**src/rtl/bcd_seg_pkg.sv**
```systemverilog
package bcd_seg_pkg;
  localparam int unsigned DIGIT_W = 4;
  localparam int unsigned SEG_W   = 7;
  localparam int unsigned MAX_DEC = 9;

  typedef logic [DIGIT_W-1:0] digit_t;
  typedef logic [SEG_W-1:0]   seg_t;

  localparam seg_t SEG_ALL_ON  = {SEG_W{1'b1}};
  localparam seg_t SEG_ALL_OFF = {SEG_W{1'b0}};
endpackage

```
**src/rtl/bcd_digit_store.sv**
```systemverilog
module bcd_digit_store
  import bcd_seg_pkg::*;
(
  input  logic   clk,
  input  logic   rst_n,
  input  logic   hold_i,
  input  digit_t digit_i,
  output digit_t stored_o
);
  digit_t store_q;
  digit_t store_d;
  logic   load_en;

  assign load_en = ~hold_i;

  always_comb begin
    store_d = store_q;
    if (load_en) begin
      store_d = digit_i;
    end
  end

  always_ff @(posedge clk or negedge rst_n) begin
    if (!rst_n) begin
      store_q <= '0;
    end else begin
      store_q <= store_d;
    end
  end

  assign stored_o = store_q;
endmodule

```
**src/rtl/bcd_seg_decode.sv**
```systemverilog
module bcd_seg_decode
  import bcd_seg_pkg::*;
(
  input  digit_t code_i,
  output seg_t   seg_o
);
  // bit order g f e d c b a
  always_comb begin
    unique case (code_i)
      4'd0:    seg_o = 7'b0111111;
      4'd1:    seg_o = 7'b0000110;
      4'd2:    seg_o = 7'b1011011;
      4'd3:    seg_o = 7'b1001111;
      4'd4:    seg_o = 7'b1100110;
      4'd5:    seg_o = 7'b1101101;
      4'd6:    seg_o = 7'b1111100;
      4'd7:    seg_o = 7'b0000111;
      4'd8:    seg_o = 7'b1111111;
      4'd9:    seg_o = 7'b1100111;
      default: seg_o = SEG_ALL_OFF;
    endcase
  end
endmodule

```
**src/rtl/bcd_seg_override.sv**
```systemverilog
module bcd_seg_override
  import bcd_seg_pkg::*;
(
  input  seg_t seg_i,
  input  logic lamp_test_n_i,
  input  logic blank_n_i,
  output seg_t seg_o
);
  always_comb begin
    if (!lamp_test_n_i) begin
      seg_o = SEG_ALL_ON;
    end else if (!blank_n_i) begin
      seg_o = SEG_ALL_OFF;
    end else begin
      seg_o = seg_i;
    end
  end
endmodule

```
**src/rtl/bcd_seg_latch.sv**
```systemverilog
module bcd_seg_latch
  import bcd_seg_pkg::*;
(
  input  logic             clk,
  input  logic             rst_n,
  input  logic [DIGIT_W-1:0] digit_i,
  input  logic             hold_i,
  input  logic             lamp_test_n_i,
  input  logic             blank_n_i,
  output logic [SEG_W-1:0] seg_o,
  output logic [SEG_W-1:0] seg_q_o
);
  digit_t stored;
  seg_t   seg_raw;
  seg_t   seg_drv;
  seg_t   seg_pipe_d;
  seg_t   seg_pipe_q;

  bcd_digit_store u_store (
    .clk      (clk),
    .rst_n    (rst_n),
    .hold_i   (hold_i),
    .digit_i  (digit_i),
    .stored_o (stored)
  );

  bcd_seg_decode u_decode (
    .code_i (stored),
    .seg_o  (seg_raw)
  );

  bcd_seg_override u_override (
    .seg_i         (seg_raw),
    .lamp_test_n_i (lamp_test_n_i),
    .blank_n_i     (blank_n_i),
    .seg_o         (seg_drv)
  );

  always_comb begin
    seg_pipe_d = seg_drv;
  end

  always_ff @(posedge clk or negedge rst_n) begin
    if (!rst_n) begin
      seg_pipe_q <= SEG_ALL_OFF;
    end else begin
      seg_pipe_q <= seg_pipe_d;
    end
  end

  assign seg_o   = seg_drv;
  assign seg_q_o = seg_pipe_q;
endmodule

```
**config.mk**
```make
export PLATFORM = sky130hd
export DESIGN_NAME = bcd_seg_latch
export DESIGN_NICKNAME = d
export VERILOG_FILES = /design/src/rtl/bcd_seg_pkg.sv /design/src/rtl/bcd_digit_store.sv /design/src/rtl/bcd_seg_decode.sv /design/src/rtl/bcd_seg_override.sv /design/src/rtl/bcd_seg_latch.sv
export SDC_FILE = /design/constraint.sdc
export NUM_CORES = 1
export LEC_CHECK = 0
export BUFFER_PORTS_ARGS = -buffer_cell sky130_fd_sc_hd__buf_4
export CORE_AREA = 3 3 40 42
export CTS_CLUSTER_DIAMETER = 100
export DETAILED_ROUTE_END_ITERATION = 10
export DIE_AREA = 0 0 43 45
export PLACE_DENSITY = 0.7
export SLEW_MARGIN = 30
export SYNTH_ARGS = -nofsm -noshare
export SYNTH_HDL_FRONTEND = slang
export SYNTH_SLANG_ARGS = --single-unit
```
**constraint.sdc**
```tcl
create_clock -name clk -period 2.2 [get_ports clk]
set_input_delay 0.11 -clock clk [delete_from_list [all_inputs] [get_ports clk]]
set_output_delay 0.11 -clock clk [all_outputs]
set_load 0.1 [all_outputs]
```
==> Yosys cells after proc, flatten, opt, wreduce, memory -nomap -nowiden <==
Memories as Yosys holds them, arrays and structs flattened.
Index checks and enable logic that the tools add are counted.
{ "op_classes": {"add_sub_neg": 0, "n_mul": 0, "n_div": 0, "n_lt_le_gt_ge": 0, "eq_ne": 0, "shifts": 0, "mux": 2, "bitwise_logic": 0, "n_reduce_logical": 0} }
{ "ops": {"columns": ["cell", "n"], "rows": [
  ["7-bit 2-to-1 mux", 2]
]} }
{ "totals": {"register_bits": 11, "latchBits": 0, "mem_bits_rw": 0, "mem_bits_ro": 112, "inputBits": 9, "out_inout_bits": 14, "memories": 1} }
{ "memory_table": {"columns": ["name", "depth", "width", "rd", "rd_clocked_by_memory_dff", "wr", "line", "text"], "rows": [
  ["(no name shown)", 16, 7, 1, 0, 0, "bcd_seg_decode.sv:9", "unique case (code_i)"]
]} }

==> Depth between registers and ports, before layout <==
Gate-level depths: netlist of the first run.
An unclocked memory read counts as a cell.
{ "logic_depth": {"ltp_word": 3, "mapped_depth": 5, "depth_no_buf": 5} }

==> By module <==
Synthesis of the first run repeated with hierarchy kept, for this count alone.
{ "unflattened": {"hier_cells": 49, "area_unflattened_um2": 571.8} }
{ "modules_own_cells": {"columns": ["module", "instances", "cells_per_inst", "area_per_inst_um2", "seq_area_each_um2"], "rows": [
  ["bcd_seg_decode", 1, 27, 181.4, 0.0],
  ["bcd_seg_latch", 1, 7, 175.2, 175.2],
  ["bcd_digit_store", 1, 8, 145.1, 100.1],
  ["bcd_seg_override", 1, 7, 70.1, 0.0]
]} }

==> Worst setup path after synthesis of the first run <==
OpenSTA, ideal clock, no wires.
{ "synth_timing": {"path_type": "reg2reg", "startpoint": "register u_store.store_q[1] (netlist: u_store.stored_o[1])", "endpoint": "register seg_pipe_q[5] (netlist: seg_q_o[5])", "setup_ns": 0.353, "t_arrival_ns": 2.992, "t_required_ns": 1.847, "path_slack_ns": -1.145, "path_stages_with_launch": 6, "period_less_slack_ns": 3.345, "path_cell_list": "dfrtp_1 -> inv_1 -> ha_1 -> nor2b_1 -> a21oi_1 -> o21ai_0"} }
{ "synth_between": {"elab_chain_len": 3} }
{ "synth_lines": {"columns": ["element", "line", "text"], "rows": [
  ["start, declared", "bcd_digit_store.sv:10", "digit_t store_q;"],
  ["start signal, assigned", "bcd_digit_store.sv:27", "store_q <= store_d;"],
  ["memory 16 x 7 bit", null, null],
  ["7-bit 2-to-1 mux", "bcd_seg_override.sv:12", "end else if (!blank_n_i) begin"],
  ["7-bit 2-to-1 mux", "bcd_seg_override.sv:10", "if (!lamp_test_n_i) begin"],
  ["net seg_o[5]", "bcd_seg_latch.sv:10", "output logic [SEG_W-1:0] seg_o,"],
  ["end signal, assigned", "bcd_seg_latch.sv:47", "seg_pipe_q <= seg_pipe_d;"],
  ["end, declared", "bcd_seg_latch.sv:17", "seg_t seg_pipe_q;"]
]} }
The timed path passes the listed nets, and every way through them passes these cells.
A chain may end at the register's enable or synchronous reset.

==> Final worst setup path of the first run <==
{ "layout_timing": {"startpoint": "register u_store.store_q[1] (netlist: u_store.stored_o[1])", "endpoint": "output seg_o[3]"} }
{ "layout_between": {"elab_chain_len": 3} }
{ "layout_lines": {"columns": ["element", "line"], "rows": [
  ["memory 16 x 7 bit", null],
  ["7-bit 2-to-1 mux", "bcd_seg_override.sv:12"],
  ["7-bit 2-to-1 mux", "bcd_seg_override.sv:10"],
  ["end, declared", "bcd_seg_latch.sv:10"]
]} }
No other way between the ends.

==> impl_results.md, run 1 <==
- HPWL Detailed: slightly above 900 um
- Min cycle time layout: ~1.8 ns
- Slew Limit Fails: 0
- Worst setup EP type: output pin
- Vias: between 400 and 500
- Clk sinks: 11
- Clock power frac: 19.5%
- Multi-input gate area: approximately 260 um^2
- Main area contributors after synthesis: dfrtp_1 (51%), ha_1 (9.2%), mux2_2 (8.3%)
- Final ANT Viol Nets: 0
- Final WL: 1150 um
- Total track usage: between 10% and 20%
- Final nets: 88
- Final period util: approximately 83%
- Synth top area share: 50.6%
- Number of synthesis warnings: 0
- Core ar.: 1280 um^2
- Total iterations of the first detailed-routing run: 4
- First-pass GRT wire length: between 1500 and 2000 um
- Top-level I/O count: 23
- Synthesized Nets: 62
- Largest family of logic cells by synthesized area: compound AO/OA/AOI/OAI gates
- Worst Setup Path Type: register to output pin
- # hold bufs at CTS: 1
- Slew @ Worst Pin: 0.311 ns
- RSZ-0062 raised after global routing: false
- Status: finished, final reports clean
- Gpl congestion: about 0.74
- Die Width: ~43 um
- Area grow syn2layout: 41.6%
- Slew HR: 79.3%
- Post-route DRC: 0
- Die height: 45 um
- WL/cell: 12.9 um
- Synth Area per Inst: 11.1 um^2
- Initial cell density of the core: between 40% and 50%
- Peak Freq: 0.546 GHz
- Setup bufs post-CTS: 0
- Vias in the first global route: 463
- Pwr Density: around 900 nW/um^2
- Placed insts: between 80 and 90
- Simple-Gate Fraction of Synth Area: approximately 12%
- Adder-cell area share of the yosys netlist: approximately 9.2%
- Initial antenna violation count: 0
- FP Rows: 13
- Combinational Power Share: a little under half
- Clk_lat worst skew: roughly 0.26 ns
- EDFF count, synth: 0
- VDD IR max: around 0.48 mV
- Final std cells w/o fill: approximately 90
- Via density per instance: approximately 5.1
- P_leak: between 0.3 and 0.4 nW
- Mapped cell area: between 500 and 600 um^2
- Placed cell areas: 734 um^2
- Most common cell in the synthesized netlist: dfrtp_1
- Post-Synth XOR/XNOR Area: ~1.6%
- Fin. Hold Viols: 0
- FF/Latch Area: 275 um^2
- Post-Synthesis Cells: 49
- CTS root buffer: clkbuf_4
- CP arrival: 1.72 ns
- Sequential power share: 34.9%
- Worst EP required: between 2 and 2.5 ns
- Largest net degree at the start of global routing: 12
- Crit Path Max Fanout: 7
- Final Cell Area: 771 um^2
- Global route total overflow: 0
- H-Tree Depth: 1
- Cell-internal power: roughly 0.00037 W
- Clk buf depth: 2
- Sw power: about 0.00033 W
- Synth Area in Compound Gates: 13.1%
- 1st-iter DRT viols: 8
- Switching Share: ~47%
- Most used DFF post-synth: dfrtp_1
- Hold Path Class: primary input to register
- Top cell type by total area after synthesis: dfrtp_1
- CTS tree: done
- Seq/Total Area, Yosys: between 50% and 60%
- Worst-path clk slew: about 0.07 ns
- FFs w/ async S/R, synth: 100%
- #FFs+latches synth: 11
- Utilization after layout: approximately three fifths
- Total die area: 1940 um^2
- Post-cts resize count: 0
- Final setup vio count: 0
- Setup Skew: approximately 0.0032 ns
- Top cells by count, synth: dfrtp_1 (11), a21oi_1 (4), ha_1 (4), mux2_2 (4)
- ANT cells: 0
- Post-synthesis mux area share: between 8 and 9%
- Cell variety after synth: 16
- Filler instances: 120
- Max cap viols: 0
- Share of layout cells above drive strength 1: a little under half
- TritonCTS Buffers: 3
- Crit start category: register
- PortBufs: 22
[power by group through the flow]
stage | sequential, W | clock (W) | combinational, W
after floorplan | 0.000329 | 0 | 0.000164
after global placement | 0.000244 | 0 | 0.000313
after detailed placement | 0.000246 | 0 | 0.000315
after CTS | 0.000242 | 0.000140 | 0.000318
after global routing | 0.000245 | 0.000155 | 0.000330
final | 0.000241 | 0.000135 | 0.000316
[registers in the layout (all words and copies together), names as in the netlist]
signal / count
seg_q_o: 7
u_store.stored_o: 4
[worst max-delay path: stages (launching register included)]
cell      delay (ns)
dfrtp_1         0.47
inv_1           0.10
ha_2            0.19
nor2_1          0.09
a21oi_1         0.05
o211ai_1        0.23
buf_4           0.33
[per-layer routing]
layer / wire (um) / up-vias / GRT usage, %
li1: - / 218 / -
met1: 419 / 207 / 13.2
met2: 622 / 25 / 27.2
met3: 106 / 0 / 5.98
met4: 0 / 0 / 3.61
met5: 0 / - / 0
[through the flow]
step / total power (W) / worst slack [ns] / setup TNS, ns / hold slack [ns]
2_1_floorplan: 0.000493 / -0.363 / -1.33 / -0.186
3_3_place_gp: 0.000557 / 0.707 / 0 / -0.0465
3_5_place_dp: 0.000561 / 0.662 / 0 / -0.0489
4_1_cts: 0.000699 / 0.348 / 0 / 0.0514
5_1_grt: 0.000730 / 0.220 / 0 / 0.0605
6_report: 0.000692 / 0.369 / 0 / 0.0559
[kinds of logic (layout without fill, tap and decap cells)]
family,after synthesis,in the layout
AO/OA/AOI/OAI,12,12
AND/OR/NAND/NOR,12,12
buffers and inverters,5,30
adder cells (fa/ha/maj),4,4
XOR/XNOR,1,1
flip-flops,11,11
multiplexers,4,4
[path summary, 6_finish.rpt]
kind / endpoint / startpoint / slack, ns / cells past startpoint
min: seg_q_o[4] / lamp_test_n_i / 0.06 / 2
max: seg_o[3] / u_store.stored_o[1] / 0.37 / 6
max in group asynchronous: u_store.stored_o[2] / rst_n / 1.84 / 2
min in group asynchronous: seg_q_o[4] / rst_n / 0.22 / 2
min reg2reg: u_store.stored_o[0] / u_store.stored_o[0] / 0.63 / 1
max reg2reg: seg_q_o[4] / u_store.stored_o[1] / 0.93 / 5
[layout by cell type (no fill, tap or decap), types with 3 or more instances in the layout]
cell,instances
clkbuf_4,3
o211ai_1,3
a21oi_1,4
dfrtp_1,11
buf_4,22
nand2_1,3
ha_1,3
nor2b_1,3
mux2_2,4
inv_1,3
o21ai_2,3
[area by class of cell]
cell class | instances | share of cell area, %
Clock buffer | 4 | 3.41
Inverter | 3 | 1.46
Sequential cell | 11 | 35.7
Tap cell | 15 | 2.44
Multi-Input combinational cell | 33 | 34.3
Timing Repair Buffer | 23 | 22.7
Power figures use the tool's default switching activity.
==> run 2: changes to the inputs <==
==> constraint.sdc (replaced) <==
create_clock -name clk -period 1.7 [get_ports clk]
set_input_delay 0.085 -clock clk [delete_from_list [all_inputs] [get_ports clk]]
set_output_delay 0.085 -clock clk [all_outputs]
set_load 0.1 [all_outputs]
==> run 2 against run 1 <==
  * Die area is the same
  * Register-to-register slack lost 0.56 ns
  * First-iteration DRC count shrank 75%
  * Clock skew shrank 0.0030 ns
  * Sequential cell count is the same
  * Highest routed layer is now met4
  * Final area grew 18%
  * Count of clock-buffer cells in the layout is the same
  * Wire length grew 12%
  * Worst setup slack lost 0.32 ns
  * Via count grew 8.2%
==> impl_results.md, run 2 (synthesis results as in run 1) <==
- VDD IR max: 0.599 mV (+26%)
- PortBufs: 22 (unchanged)
- RR Endpoint: seg_q_o[1]
- Total track usage: 13.9% (-0.038 points)
- Worst setup EP type: output pin
- R2R cell count: 5 (unchanged)
- Hold Path Class: primary input to register
- Pre-CTS setup slack: 0.186 ns (-0.476 ns)
- Pwr Density: 1060 nW/um^2 (+18%)
- Worst Setup Path Type: register to output pin
- Final Total Pwr: 0.000965 W (+39%)
- Area grow syn2layout: 67.1%
- Max cap viols: 0 (unchanged)
- FP Rows: 13 (unchanged)
- Clk_lat worst skew: 0.27 ns (about the same)
- Via density per instance: 5.13 (+1.4%)
- TritonCTS Buffers: 3 (unchanged)
- Hold depth: 2 (unchanged)
- Setup ws final: 0.0496 ns (-0.319 ns)
- Share of layout cells above drive strength 1: 65.0% (+19 points)
- Met1 GRT Util: 13.1% (-0.12 points)
- WL/cell: 13.5 um (+4.7%)
- Setup TNS: 0 ns (unchanged)
- Initial cell density of the core: 42.4% (unchanged)
- WP buf/inv: 2 (unchanged)
- Final period util: 97.1%
- Top delay family on crit path: flip-flops
- CP arrival: 1.57 ns (-0.15 ns)
- ANT cells: 0 (unchanged)
- Final setup vio count: 0 (unchanged)
- Post-route DRC: 0 (unchanged)
- Slew Limit Fails: 0 (unchanged)
- Worst-path clk slew: 0.06 ns (about the same)
- Gpl congestion: 0.780 (+6.1%)
- FF-to-FF Start: u_store.stored_o[0]
- 1st-iter DRT viols: 2 (-6)
- Grt met2 use: 26.0% (-1.2 points)
- Initial antenna violation count: 0 (unchanged)
- Crit Path Max Fanout: 7 (unchanged)
- Core ar.: 1280 um^2 (unchanged)
- Worst hold slack: 0.0302 ns (-0.0257 ns)
- Hold EP: seg_q_o[4]
- Status: finished, final reports clean
- Reg2reg setup slack: 0.37 ns (-0.56 ns)
- First-pass GRT wire length: 1890 um (-3.9%)
- CTS tree: done
- Min cycle time layout: 1.65 ns
- Final WL: 1280 um (+12%)
- Worst EP required: 1.62 ns (-0.47 ns)
- Die Width: 43 um (unchanged)
- Most crowded layer after global routing: met2
- CTS root buffer: clkbuf_4
- Die height: 45 um (unchanged)
- Vias: 487 (+8.2%)
- RSZ-0062 raised after global routing: true
- Slew @ Worst Pin: 0.275 ns (-0.0357 ns)
- Met3 GRT Util: 7.57% (+1.6 points)
- Total die area: 1940 um^2 (unchanged)
- Global route total overflow: 0 (unchanged)
- Peak Freq: between 0.6 and 0.7 GHz
- Commonest non-fill, non-tap cell in the layout: buf_4
- Clk sinks: 11 (unchanged)
- Largest net degree at the start of global routing: 12 (unchanged)
- Final nets: 94 (+6.8%)
- Final ANT Viol Nets: 0 (unchanged)
- Clk buf depth: 2 (unchanged)
- Crit start category: register
- Crit. path cell count: 6 (unchanged)
- Crit-path cells: inv_4, ha_4, nor2_1, a21oi_1, o211ai_1, buf_6
- H-Tree Depth: 1 (unchanged)
- Vias in the first global route: 455 (-1.7%)
- Critical hold path startpoint: lamp_test_n_i
- Crit path max-delay cell type: dfrtp_2
- Total iterations of the first detailed-routing run: 3 (-1)
- Crit-path max cell delay: 0.44 ns (-0.03 ns)
- Most frequent cells in the layout: buf_4 (21), dfrtp_1 (7), buf_6 (6), mux2_2 (4), dfrtp_2 (4)
- Setup Skew: 0.000246 ns (-0.00298 ns)
- Fin. Hold Viols: 0 (unchanged)
- Max FFs per register: 7 (unchanged)
- P_leak: 0.404 nW (+13%)
- Top-level I/O count: 23 (unchanged)
- Slew HR: 81.6% (+2.3 points)
run 2: cell count changes in the layout (fill, tap and decap cells not counted), moves of 2 or more:
cell | before | now
inv_2 | 0 | 2
dfrtp_2 | 0 | 4
dfrtp_1 | 11 | 7
inv_1 | 3 | 0
buf_6 | 0 | 6
ha_4 | 0 | 2
run 2: stage by stage:
stage               util [%]  area (um^2)  cells
floorplan                  -          579     49
global placement        57.9          744     84
detailed placement      57.9          744     84
CTS                     64.0          822     91
global route            70.8          910     95
finish                  70.8          910     95
run 2: worst max-delay path by stage:
stage / from / end / slack [ns]
finish: u_store.stored_o[1] / seg_o[3] / 0.05
CTS: u_store.stored_o[1] / seg_o[1] / 0.002
floorplan: u_store.stored_o[1] / seg_q_o[1] / -0.86
global route: u_store.stored_o[1] / seg_o[3] / -0.05
detailed placement: u_store.stored_o[1] / seg_o[5] / 0.19
global placement: u_store.stored_o[1] / seg_o[5] / 0.23
run 2: report_power, final:
part	internal (W)	switching (W)	total [W]
registers	0.000289	0.0000298	0.000319
clock network	0.0000909	0.0000821	0.000173
logic	0.000142	0.000331	0.000473
run 2: metal layers:
metal  share of wire, %  wire [um]
met3                9.6        123
met5                  0          0
met4               0.86         11
met1                 35        453
met2                 54        695
run 2: what timing repair did:
action	4_1_cts	5_1_grt
cloned	0	0
hold buffers	1	0
hold endpoints to repair	11	0
buffers inserted	2	4
endpoints found under the setup margin	6	7
resized for setup	10	15
pin swaps	2	5
run 2: final cells by class:
class | count | area [um^2]
fillers | 103 | 375
multi-input cells | 33 | 315
flip-flops and latches | 11 | 280
repair buffers | 29 | 255
clock buffers | 4 | 26.3
well taps | 15 | 18.8
inverters | 3 | 13.8
==> run 3: changes to the inputs <==
==> constraint.sdc (replaced) <==
create_clock -name clk -period 1.59 [get_ports clk]
set_input_delay 0.0795 -clock clk [delete_from_list [all_inputs] [get_ports clk]]
set_output_delay 0.0795 -clock clk [all_outputs]
set_load 0.1 [all_outputs]
==> run 3 against run 2 <==
  * The run now ends with setup timing left
  * Clock skew barely moved
  * Worst setup slack worse by 0.099 ns
  * Combinational power is 15% higher
  * First-iteration DRC count rose to 5.0 times the previous value
  * Wire length is 8.3% higher
  * Sequential cell count stayed put
  * Via count increased by 5.7%
  * Non-clock buffer count grew 1
  * Final cell count rose by 1.1%
  * Worst hold slack worse by 0.0040 ns
  * Critical path depth fell by 2
  * Critical path type unchanged
==> impl_results.md, run 3 (synthesis results as in run 1) <==
- Clk sinks: 11 (unchanged)
- Final Cell Area: 967 um^2 (+6.3%)
- Post-route DRC: 0 (unchanged)
- Slew Limit Fails: 0 (unchanged)
- Crit Path Max Fanout: 4 (-3)
- Initial antenna violation count: 0 (unchanged)
- HPWL Detailed: about 900 um
- Worst setup EP type: output pin
- Worst hold slack: 0.0263 ns (-0.00395 ns)
- RR Endpoint: seg_q_o[2]
- Status: complete, but fails checks
- Cell-internal power: 0.000581 W (+11%)
- Slew HR: 80.8% (-0.73 points)
- VDD IR max: 0.640 mV (+6.7%)
- Clk_lat worst skew: 0.27 ns (about the same)
- P_leak: 0.423 nW (+4.7%)
- Commonest non-fill, non-tap cell in the layout: buf_4
- CP arrival: 1.56 ns (about the same)
- Die Width: 43 um (unchanged)
- WL/cell: 14.5 um (+7.2%)
- Final setup vio count: 7 (+7)
- Fin. Hold Viols: 0 (unchanged)
- RSZ-0062 raised after global routing: true
- Area grow syn2layout: 77.7%
- Clock power frac: 18.3% (+0.4 points)
- Hold depth: 2 (unchanged)
- Crit start category: register
- Setup Skew: 0.000721 ns (+0.000474 ns)
- Final WL: 1390 um (+8.3%)
- Worst Setup Path Type: register to output pin
- R2R cell count: 4 (-1)
- Slew @ Worst Pin: 0.286 ns (+0.0109 ns)
- Final nets: 95 (+1.1%)
- Max FFs per register: 7 (unchanged)
- Total iterations of the first detailed-routing run: 4 (+1)
- Utilization after layout: 75.3% (+4.5 points)
- Sequential power share: 31.2% (-1.9 points)
- Min cycle time layout: around 1.6 ns
- Clk buf depth: 2 (unchanged)
- Vias: 515 (+5.7%)
- Initial cell density of the core: 42.4% (unchanged)
- Pwr Density: 1120 nW/um^2 (+5.4%)
- CTS tree: done
- CTS root buffer: clkbuf_4
- Sw power: 0.000500 W (+13%)
- TritonCTS Buffers: 3 (unchanged)
- PortBufs: 22 (unchanged)
- Most frequent cells in the layout: buf_4 (20), dfrtp_1 (7)
- FP Rows: 13 (unchanged)
- Switching Share: 46.2% (+0.36 points)
- Peak Freq: between 0.6 and 0.7 GHz
- H-Tree Depth: 1 (unchanged)
- Worst-path clk slew: 0.07 ns (about the same)
- Failing checks: setup timing
- 1st-iter DRT viols: 10 (+8)
- ANT cells: 0 (unchanged)
- Total track usage: 15.9% (+2.0 points)
- Final period util: 103%
- Combinational Power Share: 50.4% (+1.4 points)
- Hold EP: seg_q_o[4]
- Final Total Pwr: 0.00108 W (+12%)
- Largest net degree at the start of global routing: 12 (unchanged)
- Placed cell areas: 757 um^2 (+1.7%)
- FF-to-FF Start: u_store.stored_o[1]
- Top-level I/O count: 23 (unchanged)
- Reg2reg setup slack: 0.32 ns (-0.05 ns)
- Setup ws final: -0.0492 ns (-0.0988 ns)
- Hold Path Class: primary input to register
- First-pass GRT wire length: 2220 um (+18%)
- Global route total overflow: 0 (unchanged)
- Via density per instance: 5.36 (+4.6%)
- Core ar.: 1280 um^2 (unchanged)
- Critical hold path startpoint: lamp_test_n_i
- Vias in the first global route: 477 (+4.8%)
- Total die area: 1940 um^2 (unchanged)
- Final ANT Viol Nets: 0 (unchanged)
- Die height: 45 um (unchanged)
- Max cap viols: 0 (unchanged)
- Share of layout cells above drive strength 1: 70.4% (+5.4 points)
- Gpl congestion: 0.763 (-2.2%)
- Worst EP required: 1.51 ns (-0.11 ns)
run 3: cell count changes in the layout (fill, tap and decap cells not counted), sizes merged:
| cell | previous run | this run |
|---|---|---|
| buf | 28 | 29 |
run 3: power groups by stage:
| stage | combinational (W) | sequential [W] | clock (W) |
|---|---|---|---|
| after global placement | 0.000446 | 0.000336 | 0 |
| after detailed placement | 0.000448 | 0.000336 | 0 |
| after floorplan | 0.000233 | 0.000456 | 0 |
| after global routing | 0.000566 | 0.000342 | 0.000212 |
| after CTS | 0.000500 | 0.000336 | 0.000199 |
| final | 0.000545 | 0.000338 | 0.000198 |
run 3: critical path: stages, from the launching register on:
cell and delay, ns:
dfrtp_2 0.45, buf_6 0.14, o31a_1 0.36, o21ai_2 0.13, buf_12 0.20
run 3: how the worst max path moves through the flow:
| stage | start | to | slack [ns] | cells past startpoint |
|---|---|---|---|---|
| after floorplan | u_store.stored_o[1] | seg_q_o[1] | -0.97 | 3 |
| after global placement | u_store.stored_o[0] | seg_o[4] | 0.10 | 6 |
| after detailed placement | u_store.stored_o[0] | seg_o[4] | 0.07 | 6 |
| after CTS | u_store.stored_o[1] | seg_o[3] | -0.07 | 6 |
| after global routing | u_store.stored_o[3] | seg_o[3] | -0.13 | 5 |
| final | u_store.stored_o[1] | seg_o[0] | -0.05 | 4 |
run 3: what timing repair did:
| item | CTS | global route |
|---|---|---|
| buffers inserted | 1 | 5 |
| setup endpoints to repair | 7 | 7 |
| hold buffers | 1 | 0 |
| gates resized for setup | 25 | 13 |
| pin swaps | 5 | 7 |
| endpoints found under the hold margin | 11 | 0 |
run 3: metrics by stage:
stage / setup TNS (ns) / std cells / worst slack (ns)
after floorplan: -5.67 / 49 / -0.973
after global placement: 0 / 85 / 0.105
after detailed placement: 0 / 85 / 0.0721
after CTS: -0.291 / 91 / -0.0660
after global routing: -0.674 / 96 / -0.132
final: -0.283 / 96 / -0.0492
run 3: layout make-up:
type / count / area [um^2]
Tap cell: 15 / 18.8
Multi-Input combinational cell: 33 / 338
Timing Repair Buffer: 30 / 290
Sequential cell: 11 / 280
Fill cell: 82 / 318
Clock buffer: 4 / 26.3
Inverter: 3 / 13.8
run 3: layer usage:
metal | up-vias | track usage [%] | wire length [um]
li1 | 237 | - | -
met1 | 241 | 18.8 | 578
met2 | 31 | 27.2 | 671
met3 | 6 | 4.38 | 107
met4 | 0 | 6.63 | 31
met5 | - | 0 | 0
